==> src/rtl/xlat_pkg.sv <==
// Shared encodings, field positions and helpers for the translation buffer.
// Assumes a 32-bit virtual and physical address space with pages of at least 4 KB.
package xlat_pkg;

    localparam int VA_W = 32;
    localparam int ST_W = 5;

    // Register select codes on the write port
    localparam logic [2:0] SEL_TAG    = 3'd0;
    localparam logic [2:0] SEL_DATA   = 3'd1;
    localparam logic [2:0] SEL_LOCK   = 3'd2;
    localparam logic [2:0] SEL_VICTIM = 3'd3;
    localparam logic [2:0] SEL_IRQEN  = 3'd4;
    localparam logic [2:0] SEL_STATUS = 3'd5;
    localparam logic [2:0] SEL_CTRL   = 3'd6;
    localparam logic [2:0] SEL_FLUSH  = 3'd7;

    // Status bit positions
    localparam int ST_TLBMISS = 0;
    localparam int ST_XLATF   = 1;
    localparam int ST_EMUMISS = 2;
    localparam int ST_WALKF   = 3;
    localparam int ST_MULTI   = 4;

    // Tag and data word field positions
    localparam int TAG_VALID = 2;
    localparam int TAG_PRSV  = 3;
    localparam int DATA_BE   = 9;
    localparam int DATA_ES_H = 8;
    localparam int DATA_ES_L = 7;
    localparam int DATA_MIX  = 6;
    localparam logic [VA_W-1:0] TAG_KEEP  = 32'hFFFF_F00F;
    localparam logic [VA_W-1:0] DATA_KEEP = 32'hFFFF_F3C0;
    localparam int MIN_PAGE_BITS = 12;
    localparam int PAGE_STEP     = 4;

    // Outcome of one lookup
    typedef struct packed {
        logic            hit;
        logic            miss;
        logic            multi;
        logic [VA_W-1:0] paddr;
        logic            be;
        logic [1:0]      elsz;
        logic            mixed;
    } lk_res_t;

    // Compare mask for a page-size code: 12, 16, 20 or 24 offset bits
    function automatic logic [VA_W-1:0] page_mask(input logic [1:0] psz);
        return {VA_W{1'b1}} << (MIN_PAGE_BITS + PAGE_STEP * int'(psz));
    endfunction

endpackage

==> src/rtl/xlat_entry_store.sv <==
// Slot storage for the translation buffer: staged tag, slot arrays,
// lock-base and victim indices, global invalidate and victim read-back.
// Assumes one register write per cycle; N_ENTRIES is a power of two.
module xlat_entry_store
    import xlat_pkg::*;
#(
    parameter int N_ENTRIES = 8,
    localparam int IDX_W = $clog2(N_ENTRIES)
) (
    input  logic             clk,
    input  logic             rst_n,
    input  logic             cfg_wr_en,
    input  logic [2:0]       cfg_wr_sel,
    input  logic [VA_W-1:0]  cfg_wr_data,
    output logic [VA_W-1:0]  tag_q  [N_ENTRIES],
    output logic [VA_W-1:0]  data_q [N_ENTRIES],
    output logic [IDX_W-1:0] lock_q,
    output logic [IDX_W-1:0] victim_q,
    output logic [VA_W-1:0]  rd_tag,
    output logic [VA_W-1:0]  rd_data
);

    localparam logic [IDX_W-1:0] LAST_IDX = IDX_W'(N_ENTRIES - 1);

    logic [VA_W-1:0] pend_tag_q;
    logic            do_tag, do_load, do_lock, do_victim, do_flush;

    // Decode the write strobes this unit owns
    always_comb begin
        do_tag    = cfg_wr_en && (cfg_wr_sel == SEL_TAG);
        do_load   = cfg_wr_en && (cfg_wr_sel == SEL_DATA);
        do_lock   = cfg_wr_en && (cfg_wr_sel == SEL_LOCK);
        do_victim = cfg_wr_en && (cfg_wr_sel == SEL_VICTIM);
        do_flush  = cfg_wr_en && (cfg_wr_sel == SEL_FLUSH);
    end

    // Stage the tag word with the valid flag forced on
    always_ff @(posedge clk) begin
        if (!rst_n) begin
            pend_tag_q <= '0;
        end else if (do_tag) begin
            pend_tag_q <= (cfg_wr_data & TAG_KEEP) | (VA_W'(1) << TAG_VALID);
        end
    end

    // Update slots: store at victim on a data write, drop non-preserved on flush
    always_ff @(posedge clk) begin
        if (!rst_n) begin
            for (int e = 0; e < N_ENTRIES; e++) begin
                tag_q[e]  <= '0;
                data_q[e] <= '0;
            end
        end else begin
            for (int e = 0; e < N_ENTRIES; e++) begin
                if (do_load && (victim_q == IDX_W'(e))) begin
                    tag_q[e]  <= pend_tag_q;
                    data_q[e] <= cfg_wr_data & DATA_KEEP;
                end else if (do_flush && !tag_q[e][TAG_PRSV]) begin
                    tag_q[e][TAG_VALID] <= 1'b0;
                end
            end
        end
    end

    // Maintain lock base and victim; victim wraps to the lock base after the last slot
    always_ff @(posedge clk) begin
        if (!rst_n) begin
            lock_q   <= '0;
            victim_q <= '0;
        end else begin
            if (do_lock) begin
                lock_q <= cfg_wr_data[IDX_W-1:0];
            end
            if (do_victim) begin
                victim_q <= cfg_wr_data[IDX_W-1:0];
            end else if (do_load) begin
                victim_q <= (victim_q == LAST_IDX) ? lock_q : victim_q + 1'b1;
            end
        end
    end

    // Present the victim slot for read-back
    always_comb begin
        rd_tag  = tag_q[victim_q];
        rd_data = data_q[victim_q];
    end

endmodule

==> src/rtl/xlat_match.sv <==
// Parallel compare of one virtual address against every slot, each under the
// mask of its own page size, and assembly of hit, miss or multi-hit.
// Assumes tags hold zeros below bit 12 except the flag and size fields.
module xlat_match
    import xlat_pkg::*;
#(
    parameter int N_ENTRIES = 8
) (
    input  logic [VA_W-1:0] lk_vaddr,
    input  logic [VA_W-1:0] tag_q  [N_ENTRIES],
    input  logic [VA_W-1:0] data_q [N_ENTRIES],
    output lk_res_t         res
);

    logic [N_ENTRIES-1:0] hit_vec;
    logic [VA_W-1:0]      mask_v [N_ENTRIES];
    logic [VA_W-1:0]      sel_mask, sel_data;
    int                   n_hit;

    for (genvar e = 0; e < N_ENTRIES; e++) begin : g_cmp
        assign mask_v[e]  = page_mask(tag_q[e][1:0]);
        assign hit_vec[e] = tag_q[e][TAG_VALID] &&
                            (((lk_vaddr ^ tag_q[e]) & mask_v[e]) == '0);
    end

    // Merge mask and data of the matching slots
    always_comb begin
        sel_mask = '0;
        sel_data = '0;
        for (int e = 0; e < N_ENTRIES; e++) begin
            if (hit_vec[e]) begin
                sel_mask = sel_mask | mask_v[e];
                sel_data = sel_data | data_q[e];
            end
        end
    end

    // Classify the lookup and form the translated address
    always_comb begin
        n_hit     = $countones(hit_vec);
        res       = '0;
        res.hit   = (n_hit == 1);
        res.miss  = (n_hit == 0);
        res.multi = (n_hit > 1);
        if (n_hit == 1) begin
            res.paddr = (sel_data & sel_mask) | (lk_vaddr & ~sel_mask);
            res.be    = sel_data[DATA_BE];
            res.elsz  = sel_data[DATA_ES_H:DATA_ES_L];
            res.mixed = sel_data[DATA_MIX];
        end
    end

endmodule

==> src/rtl/xlat_fault_ctrl.sv <==
// Sticky status, interrupt enable, fault address capture and translation enable.
// Assumes lookup outcome inputs are the combinational result of the current request.
module xlat_fault_ctrl
    import xlat_pkg::*;
(
    input  logic            clk,
    input  logic            rst_n,
    input  logic            lk_fire,
    input  logic [VA_W-1:0] lk_vaddr,
    input  logic            lk_miss,
    input  logic            lk_multi,
    input  logic            evt_walk,
    input  logic            evt_emu,
    input  logic            evt_xlat,
    input  logic            wr_status,
    input  logic            wr_irqen,
    input  logic            wr_ctrl,
    input  logic [ST_W-1:0] wr_bits,
    output logic [ST_W-1:0] status_q,
    output logic [ST_W-1:0] irqen_q,
    output logic [VA_W-1:0] fault_addr_q,
    output logic            xlat_en_q,
    output logic            irq
);

    logic [ST_W-1:0] set_vec, clr_vec;
    logic            fault_take;

    // Gather new events and clears for this cycle
    always_comb begin
        set_vec              = '0;
        set_vec[ST_TLBMISS]  = lk_fire && lk_miss;
        set_vec[ST_MULTI]    = lk_fire && lk_multi;
        set_vec[ST_XLATF]    = evt_xlat;
        set_vec[ST_EMUMISS]  = evt_emu;
        set_vec[ST_WALKF]    = evt_walk;
        clr_vec              = wr_status ? wr_bits : '0;
        fault_take           = (set_vec[ST_TLBMISS] && irqen_q[ST_TLBMISS]) ||
                               (set_vec[ST_MULTI]   && irqen_q[ST_MULTI]);
    end

    // Status bits: clear by writing ones, a same-cycle event wins
    always_ff @(posedge clk) begin
        if (!rst_n) begin
            status_q <= '0;
        end else begin
            status_q <= (status_q & ~clr_vec) | set_vec;
        end
    end

    // Enable register
    always_ff @(posedge clk) begin
        if (!rst_n) begin
            irqen_q <= '0;
        end else if (wr_irqen) begin
            irqen_q <= wr_bits;
        end
    end

    // Capture fault address and drop translation on an enabled lookup fault
    always_ff @(posedge clk) begin
        if (!rst_n) begin
            fault_addr_q <= '0;
            xlat_en_q    <= 1'b0;
        end else if (fault_take) begin
            fault_addr_q <= lk_vaddr;
            xlat_en_q    <= 1'b0;
        end else if (wr_ctrl) begin
            xlat_en_q    <= wr_bits[0];
        end
    end

    // Interrupt request from enabled status bits
    assign irq = |(status_q & irqen_q);

endmodule

==> src/rtl/xlat_buffer.sv <==
// Top of the multi-page-size translation buffer: slot storage, parallel
// matcher, fault control and the one-cycle result register.
// Assumes synchronous active-low reset and one register write per cycle.
module xlat_buffer
    import xlat_pkg::*;
#(
    parameter int N_ENTRIES = 8,
    parameter int REV_MAJOR = 1,
    parameter int REV_MINOR = 2,
    localparam int IDX_W = $clog2(N_ENTRIES)
) (
    input  logic             clk,
    input  logic             rst_n,
    input  logic             cfg_wr_en,
    input  logic [2:0]       cfg_wr_sel,
    input  logic [31:0]      cfg_wr_data,
    input  logic             lk_valid,
    input  logic [31:0]      lk_vaddr,
    input  logic             evt_walk,
    input  logic             evt_emu,
    input  logic             evt_xlat,
    output logic             res_valid,
    output logic             res_hit,
    output logic             res_miss,
    output logic             res_multi,
    output logic [31:0]      res_paddr,
    output logic             res_big_endian,
    output logic [1:0]       res_elsz,
    output logic             res_mixed,
    output logic [31:0]      rd_tag,
    output logic [31:0]      rd_data,
    output logic [IDX_W-1:0] lock_base,
    output logic [IDX_W-1:0] victim_idx,
    output logic [4:0]       irq_status,
    output logic [4:0]       irq_enable,
    output logic [31:0]      fault_addr,
    output logic             xlat_en,
    output logic             irq,
    output logic [7:0]       revision
);

    logic [VA_W-1:0] tag_q  [N_ENTRIES];
    logic [VA_W-1:0] data_q [N_ENTRIES];
    lk_res_t         match_res, bypass_res, res_q;

    xlat_entry_store #(.N_ENTRIES(N_ENTRIES)) i_store (
        .clk         (clk),
        .rst_n       (rst_n),
        .cfg_wr_en   (cfg_wr_en),
        .cfg_wr_sel  (cfg_wr_sel),
        .cfg_wr_data (cfg_wr_data),
        .tag_q       (tag_q),
        .data_q      (data_q),
        .lock_q      (lock_base),
        .victim_q    (victim_idx),
        .rd_tag      (rd_tag),
        .rd_data     (rd_data)
    );

    xlat_match #(.N_ENTRIES(N_ENTRIES)) i_match (
        .lk_vaddr (lk_vaddr),
        .tag_q    (tag_q),
        .data_q   (data_q),
        .res      (match_res)
    );

    xlat_fault_ctrl i_fault (
        .clk          (clk),
        .rst_n        (rst_n),
        .lk_fire      (lk_valid && xlat_en),
        .lk_vaddr     (lk_vaddr),
        .lk_miss      (match_res.miss),
        .lk_multi     (match_res.multi),
        .evt_walk     (evt_walk),
        .evt_emu      (evt_emu),
        .evt_xlat     (evt_xlat),
        .wr_status    (cfg_wr_en && (cfg_wr_sel == SEL_STATUS)),
        .wr_irqen     (cfg_wr_en && (cfg_wr_sel == SEL_IRQEN)),
        .wr_ctrl      (cfg_wr_en && (cfg_wr_sel == SEL_CTRL)),
        .wr_bits      (cfg_wr_data[ST_W-1:0]),
        .status_q     (irq_status),
        .irqen_q      (irq_enable),
        .fault_addr_q (fault_addr),
        .xlat_en_q    (xlat_en),
        .irq          (irq)
    );

    // Pass-through outcome used while translation is off
    always_comb begin
        bypass_res       = '0;
        bypass_res.paddr = lk_vaddr;
    end

    // Register the lookup outcome one cycle after the request
    always_ff @(posedge clk) begin
        if (!rst_n) begin
            res_valid <= 1'b0;
            res_q     <= '0;
        end else begin
            res_valid <= lk_valid;
            if (lk_valid) begin
                res_q <= xlat_en ? match_res : bypass_res;
            end
        end
    end

    // Drive the result ports from the registered outcome
    always_comb begin
        res_hit        = res_q.hit;
        res_miss       = res_q.miss;
        res_multi      = res_q.multi;
        res_paddr      = res_q.paddr;
        res_big_endian = res_q.be;
        res_elsz       = res_q.elsz;
        res_mixed      = res_q.mixed;
    end

    assign revision = {4'(REV_MAJOR), 4'(REV_MINOR)};

endmodule

==> config.mk <==
export PLATFORM = sky130hd
export DESIGN_NAME = xlat_buffer
export DESIGN_NICKNAME = d
export VERILOG_FILES = /design/src/rtl/xlat_pkg.sv /design/src/rtl/xlat_entry_store.sv /design/src/rtl/xlat_match.sv /design/src/rtl/xlat_fault_ctrl.sv /design/src/rtl/xlat_buffer.sv
export SDC_FILE = /design/constraint.sdc
export NUM_CORES = 1
export LEC_CHECK = 0
export CAP_MARGIN = 20
export CELL_PAD_IN_SITES_DETAIL_PLACEMENT = 1
export CELL_PAD_IN_SITES_GLOBAL_PLACEMENT = 2
export CORE_ASPECT_RATIO = 0.9
export CORE_MARGIN = 2
export CORE_UTILIZATION = 35
export DETAILED_ROUTE_END_ITERATION = 6
export PLACE_DENSITY_LB_ADDON = 0.1
export RECOVER_POWER = 50
export SLEW_MARGIN = 20
export SYNTH_ARGS = -nofsm -noshare
export SYNTH_HDL_FRONTEND = slang
export SYNTH_HIERARCHICAL = 1
export SYNTH_SLANG_ARGS = --single-unit
==> constraint.sdc <==
create_clock -name clk -period 8.5 [get_ports clk]
set_input_delay 1.7 -clock clk [delete_from_list [all_inputs] [get_ports clk]]
set_output_delay 1.7 -clock clk [all_outputs]
set_load 0.005 [all_outputs]
=== Word-level counts from Yosys, hierarchy flattened ===
Cells that the tools add are included.

* $add $sub $neg: 16
* Eq/ne operators: 15
* $lt $le $gt $ge: 2
* Shift operators: 8
* Bitwise logic cells: 40
* Reduce and logical (&&, ||, !) cells: 68
* Multiplexer cells: 44

{| class="wikitable"
|+ Operator list
! cell !! number
|-
| two-way mux 32 bit || 20
|-
| OR 32 bit || 15
|-
| bitwise AND 32 bit || 10
|-
| zero test 32 bit || 9
|-
| left shift 32 x 32 -> 32 bit (first input constant) || 8
|-
| XOR 32 bit || 8
|-
| binary-select mux 32 bit (select 3 bit) || 2
|-
| adder 32 bit || 3
|-
| adder 4 x 4 -> 5 bit (first input constant) || 8
|-
| two-way mux 39 bit || 1
|-
| logical AND 1 bit || 37
|-
| two-way mux 36 bit || 1
|-
| equality test 32 x 2 -> 1 bit (second input constant) || 1
|-
| greater-than comparator 32 x 2 -> 1 bit (second input constant) || 1
|-
| NOT 32 bit || 1
|-
| equality test 3 bit (second input constant) || 8
|-
| nonzero test 2 bit || 9
|-
| two-way mux 1 bit || 16
|-
| equality test 3 x 2 -> 1 bit (second input constant) || 4
|-
| bitwise AND 5 bit || 2
|-
| two-way mux 3 bit || 3
|-
| adder 1 x 1 -> 2 bit || 4
|-
| zero test 1 bit || 8
|-
| equality test 3 x 1 -> 1 bit (second input constant) || 2
|-
| other kinds (11) || 12
|}

* Register bits after elaboration: 497
* Output and inout bits: 162
* Logic and storage cells: 232
* Input bits: 74

=== Depth between registers and ports, before layout ===
Gate-level depths: netlist (run 1).

* Word-level depth: 25
* Gate-level depth with buffers: 24

=== Cells and area by module ===
The synthesis (run 1) kept the hierarchy.

{| class="wikitable"
|+ By module, submodules not included
! module !! cells each !! area an instance (um^2) !! times used
|-
| xlat_entry_store || 2377 || 19831.5 || 1
|-
| xlat_match || 749 || 5819.3 || 1
|-
| xlat_buffer || 190 || 1823.0 || 1
|-
| xlat_fault_ctrl || 184 || 1737.9 || 1
|}

=== Least setup slack after synthesis (run 1) ===
OpenSTA, ideal clock, no wires.

* Path kind: in2reg
* Start point: in lk_vaddr[6]
* End point: reg res_q (netlist bit res_paddr[3])
* Data arrival time: 6.841 ns
* Path buffers: 3
* Stages: 22
* Required time: 8.430 ns
* Path slack: 1.589 ns
* Path through: buf_4 xor2_1 o41ai_4 a41oi_2 nor4b_2 buf_2 inv_1 fa_1 fa_1 inv_1 fa_1 ha_1 fa_1 o21ai_0 nor2b_1 nand2_1 inv_1 clkbuf_1 o21ai_0 a21oi_1 mux2i_1 a21oi_1

{| class="wikitable"
|+ RTL lines
! what !! RTL line !! source
|-
| start, declared || xlat_buffer.sv:18 || <nowiki>input logic [31:0] lk_vaddr,</nowiki>
|-
| end signal, assigned || xlat_buffer.sv:102 || <nowiki>res_q <= xlat_en ? match_res : bypass_res;</nowiki>
|-
| end, declared || xlat_buffer.sv:44 || <nowiki>lk_res_t match_res, bypass_res, res_q;</nowiki>
|}

=== Final worst setup path (run 1) ===
* Start point: reg i_store.victim_q[1]
* End point: reg i_store/data_q[31] (netlist bit)

* Longest elaborated chain between the ends: 2

{| class="wikitable"
|+ RTL lines
! what !! RTL line !! source
|-
| start, declared || xlat_entry_store.sv:18 || <nowiki>output logic [IDX_W-1:0] victim_q,</nowiki>
|-
| start signal, assigned || xlat_entry_store.sv:75 || <nowiki>victim_q <= cfg_wr_data[IDX_W-1:0];</nowiki>
|-
| start signal, assigned || xlat_entry_store.sv:77 || <nowiki>victim_q <= (victim_q == LAST_IDX) ? lock_q : victim_q + 1'b1;</nowiki>
|-
| equality test 3 bit || xlat_entry_store.sv:55 || <nowiki>if (do_load && (victim_q == IDX_W'(e))) begin</nowiki>
|-
| logical AND 1 bit || xlat_entry_store.sv:55 ||
|-
| end signal, assigned by index || xlat_entry_store.sv:57 || <nowiki>data_q[e] <= cfg_wr_data & DATA_KEEP;</nowiki>
|-
| end, declared || xlat_entry_store.sv:16 || <nowiki>output logic [VA_W-1:0] data_q [N_ENTRIES],</nowiki>
|}

No other way between the ends.
A chain may end at the register's enable or synchronous reset.

==> results of run 1 <==
## critical path: stages, from the launching register on
cell      delay, ns
dfxtp_4        0.63
clkbuf_1       3.16
ha_1           0.66
ha_1           0.22
clkbuf_1       1.52
clkbuf_2       1.20
nand3_1        0.20
a21oi_1        0.23
## layout make-up
class	instances	area share [%]
Antenna cell	1	0.00759
Clock buffer	90	5.47
Clock inverter	21	0.782
Inverter	52	0.622
Multi-Input combinational cell	2513	50.3
Sequential cell	497	30.2
Tap cell	1060	4.02
Timing Repair Buffer	304	8.62
## sequential cells by signal, indices dropped and copies added (netlist names)
signal,cells
i_store/data_q,192
i_store/tag_q,192
i_fault/fault_addr_q,32
res_paddr,32
i_store/pend_tag_q,24
i_fault/irqen_q,5
i_fault/status_q,5
i_store/lock_q,3
i_store/victim_q,3
res_elsz,2
i_fault/xlat_en_q,1
res_big_endian,1
res_hit,1
res_miss,1
res_mixed,1
res_multi,1
res_valid,1
## power groups by stage
stage | combinational, mW | clock, mW | sequential (mW)
floorplan | 0.322 | 0 | 2.41
global placement | 0.495 | 0 | 2.43
finish | 0.507 | 2.75 | 2.38
global route | 0.532 | 2.88 | 2.38
detailed placement | 0.501 | 0 | 2.43
CTS | 0.504 | 2.78 | 2.38
## metal layers
metal	up-vias	track usage [%]	share of wire [%]
li1	12200	-	-
met1	14900	46.0	44
met2	1280	50.5	44
met3	246	5.63	8.0
met4	4	11.5	3.8
met5	-	0	0.024
## path summary, 6_finish.rpt
| kind | from | endpoint |
|---|---|---|
| worst max-delay path | i_store/victim_q[1] | i_store/data_q[31] |
| worst min-delay path | i_fault/fault_addr_q[9] | i_fault/fault_addr_q[9] |
| worst max register to register | i_store/victim_q[1] | i_store/data_q[31] |
| worst min register to register | i_fault/fault_addr_q[9] | i_fault/fault_addr_q[9] |
## per-stage QoR
stage	instances	hold WS [ns]	utilization [%]
2_1_floorplan	3553	0.451	-
3_3_place_gp	4424	0.444	38.0
3_5_place_dp	4425	0.446	38.1
4_1_cts	4536	0.463	40.6
5_1_grt	4538	0.484	40.5
6_report	4538	0.456	40.5
==> run metrics, run 1 <==
vias in the first global route=28700; Clk Latency, worst-skew pair=0.65 ns; Data arrival, critical path=around 8.6 ns; part of the power in registers=about 42%; Warnings, synthesis=6; CTS Hold Buffers Added=0; wirelength, routed=~140000 µm; grt ovf=0; initial drt markers=about 3200; Placer Congestion=slightly below 1; Area growth syn-to-layout=14.3%; commonest non-fill, non-tap cell in the layout=dfxtp_1; max-cap violations=10; status=complete, but fails checks; layout cells sized above 1=under 10%; Tmin final=between 7 and 8 ns; H-tree Lvls=2; GRT Total Usage=between 30 and 40%; fmax=between 100 and 150 MHz; clock root buffer=clkbuf_16; final worst slack=0.520 ns; Reg2Reg Depth=7; DIE AREA=84700 µm²; synthesized area=~29000 µm²; post-CTS sizing=0; fin nets=~3500; setup TNS=0 ns; power per cell area=171 nW/µm²; RSZ-0062 raised after global routing=no; Startpoint Class=register; Synth Instances=approximately 3500; HPWL Detailed=between 90000 and 100000 µm; via count=approximately 29000; Die X=around 310 µm; CTS tree=done; min-delay worst type=reg2reg; Int Power=~4.1 mW; part of the cycle the worst path needs=93.9%; static leakage=roughly 11 nW; largest net degree at the start of global routing=about 160; Switching Share=between 20 and 30%; kind of critical path=reg2reg; measured slew at the worst slew-check pin=around 4.5 ns; crit path max fanout=52; Clock transition at path regs=roughly 0.07 ns; Peak VDD IR=approximately 0.16 mV; CTS Buf Count=59; wire per inst=approximately 32 µm; Multi-input gate area=around 17000 µm²; sw power=between 1.5 and 2 mW; Final setup viols=0; clock skew=roughly 0.028 ns; global-route wire length before repair=206000 µm; final hold viol count=0; Max Slew Vio Count=roughly 480; # IOs=approximately 240; dpl ws=between 0.2 and 0.25 ns; total iterations of the first detailed-routing run=7; Max clock buf depth=3; flop2flop setup slack=0.52 ns; commonest non-fill, non-tap cells in the layout=494 x dfxtp_1, 464 x a21oi_1, 413 x o21ai_0; Post-CTS Repair Setup Buffers=0; logic gate share of total power=under 10%; Initial Util=35.5%; CP endpoint kind=register; core footprint=a little over 80000 µm²; hold path cells=2; Slew headroom=-199%; Remaining DRCs=4; I/O Buffers=208; clock share of power=about half; floorplan row count=99; CTS sink count=497; antenna-violating nets left=0; FILL cells=9464; violated checks=DRC, capacitance limit, slew limit; Finished Cell Area=33000 µm²; placed cell area=approximately 31000 µm²; initial antenna violation count=7; register area=between 9000 and 10000 µm²; Avg Synthesized Cell Area=between 8 and 9 µm²; vias per cell=between 6 and 7; CP Data Required Time=~9 ns; Tot Pwr=5.63 mW; die height=roughly 280 µm
Power figures use the tool's default switching activity.
==> inputs of run 2 (changes only) <==
- CTS_CLUSTER_SIZE: unset -> 10
==> run 2 against run 1 <==
Against the previous run: the run ends with capacitance limit, slew limit left; sequential power hardly changed; power shrank 2.4%; non-clock buffer count down 1; first-iteration DRC count fell by 7.5%; sequential share of layout area rose by 0.16 points; final area down 0.52%; clock skew increased by 0.027 ns; via count fell by 0.64%; global-route usage up 0.051 points; largest cell class unchanged.
==> run metrics, run 2 (same netlist as run 1, synthesis figures left out) <==
status=complete, but fails checks (unchanged); violated checks=capacitance limit, slew limit (was DRC, capacitance limit, slew limit); post-CTS sizing=0 (unchanged); Post-CTS Repair Setup Buffers=0 (unchanged); global-route wire length before repair=206000 µm (about the same); core footprint=81400 µm² (unchanged); wire per inst=31.6 µm (about the same); commonest non-fill, non-tap cell in the layout=dfxtp_1 (unchanged); power per cell area=168 nW/µm² (was 171 nW/µm²); fin nets=3541 (was 3540); Switching Share=27.3% (was 27.0%); static leakage=10.8 nW (was 10.9 nW); I/O Buffers=208 (unchanged); Peak VDD IR=0.159 mV (about the same); initial antenna violation count=5 (was 7); Final Non-Filler Cells=4526 (was 4538); CP Data Required Time=9.09 ns (was 9.07 ns); Clk Latency, worst-skew pair=0.69 ns (was 0.65 ns); kind of critical path=reg2reg (unchanged); placed cell area=31000 µm² (unchanged); Clock transition at path regs=0.06 ns (was 0.07 ns); Initial Util=35.5% (unchanged); Multi-input gate area=16600 µm² (unchanged); total iterations of the first detailed-routing run=6 (was 7); vias per cell=6.29 (was 6.31); Die X=307 µm (unchanged); max-cap violations=12 (was 10); CTS sink count=497 (unchanged); crit path max fanout=52 (unchanged); vias in the first global route=28800 (was 28700); # IOs=236 (unchanged); part of the cycle the worst path needs=94.0% (was 93.9%); FILL cells=9469 (was 9464); clock root buffer=clkbuf_16 (unchanged); hold_ws=0.456 ns (about the same); antenna-violating nets left=0 (unchanged); CTS Buf Count=61 (was 59); via count=28500 (was 28600); Slew headroom=-194% (was -199%); GRT Total Usage=32.8% (about the same); Tot Pwr=5.50 mW (was 5.63 mW); die height=276 µm (unchanged); commonest non-fill, non-tap cells in the layout=494 x dfxtp_1, 464 x a21oi_1, 413 x o21ai_0 (unchanged); CTS Hold Buffers Added=0 (unchanged); clock share of power=47.5% (was 48.8%); fmax=125 MHz (about the same); Tmin final=7.99 ns (was 7.98 ns); flop2flop setup slack=0.51 ns (was 0.52 ns); Finished Cell Area=32800 µm² (was 33000 µm²); Max clock buf depth=3 (unchanged); CP endpoint kind=register (unchanged); CTS tree=done (unchanged); placed instance count=4425 (unchanged); Final setup viols=0 (unchanged); sw power=1.50 mW (was 1.52 mW); Remaining DRCs=0 (was 4); Int Power=4.00 mW (was 4.11 mW); setup TNS=0 ns (unchanged); Largest regs=i_store/data_q (192), i_store/tag_q (192) (unchanged); layout cells sized above 1=9.12% (was 9.66%); grt ovf=0 (unchanged); floorplan row count=99 (unchanged); largest net degree at the start of global routing=159 (unchanged); register area=9960 µm² (unchanged); H-tree Lvls=2 (unchanged); logic gate share of total power=9.2% (was 9.0%); final hold viol count=0 (unchanged); part of the power in registers=43.3% (was 42.2%); clock skew=0.0552 ns (was 0.0279 ns); DIE AREA=84700 µm² (unchanged); Data arrival, critical path=8.58 ns (was 8.55 ns); min-delay worst type=reg2reg (unchanged); wirelength, routed=143000 µm (about the same); initial drt markers=2925 (was 3161); RSZ-0062 raised after global routing=no (unchanged); Area growth syn-to-layout=13.7% (was 14.3%); measured slew at the worst slew-check pin=4.42 ns (was 4.49 ns); Placer Congestion=0.963 (unchanged); HPWL Detailed=90200 µm (unchanged); Startpoint Class=register (unchanged); Max Slew Vio Count=559 (was 476)
## run 2: power by group through the flow
stage	clock (mW)	sequential, mW	combinational, mW
3_5_place_dp	0	2.43	0.501
2_1_floorplan	0	2.41	0.322
6_report	2.61	2.38	0.505
4_1_cts	2.66	2.38	0.503
5_1_grt	2.74	2.38	0.531
3_3_place_gp	0	2.43	0.495
## run 2: through the flow
stage	setup WS, ns	util (%)
floorplan	1.59	-
global placement	0.238	38.0
detailed placement	0.228	38.1
CTS	0.885	40.4
global route	0.263	40.3
finish	0.510	40.3
## run 2: per-layer routing
metal / share of wire [%] / vias up / GRT usage, %
met1: 44 / 14700 / 45.9
met5: 0.011 / - / 0
met2: 44 / 1281 / 50.6
met3: 8.0 / 245 / 5.77
met4: 3.8 / 2 / 11.9
li1: - / 12200 / -
## run 2: layout make-up
cell class | count | share of cell area [%]
antenna | 2 | 0.0153
inverter | 52 | 0.625
clock inverter | 7 | 0.393
clock buffer | 92 | 5.46
timing repair buffer | 303 | 8.57
multi-input combinational | 2513 | 50.5
tap | 1060 | 4.04
sequential | 497 | 30.4
## run 2: worst paths after layout
check        depth (start not counted)                       to                     from
min                                  2  i_fault/fault_addr_q[9]  i_fault/fault_addr_q[9]
min reg2reg                          2  i_fault/fault_addr_q[9]  i_fault/fault_addr_q[9]
max reg2reg                          7       i_store/data_q[31]      i_store/victim_q[1]
max                                  7       i_store/data_q[31]      i_store/victim_q[1]
## run 2: worst max-delay path, stage by stage, from the launching register on
cell and delay [ns]:
dfxtp_4 0.64, clkbuf_1 3.11, ha_1 0.66, ha_1 0.22, clkbuf_1 1.55, clkbuf_2 1.22
nand3_1 0.19, a21oi_1 0.22
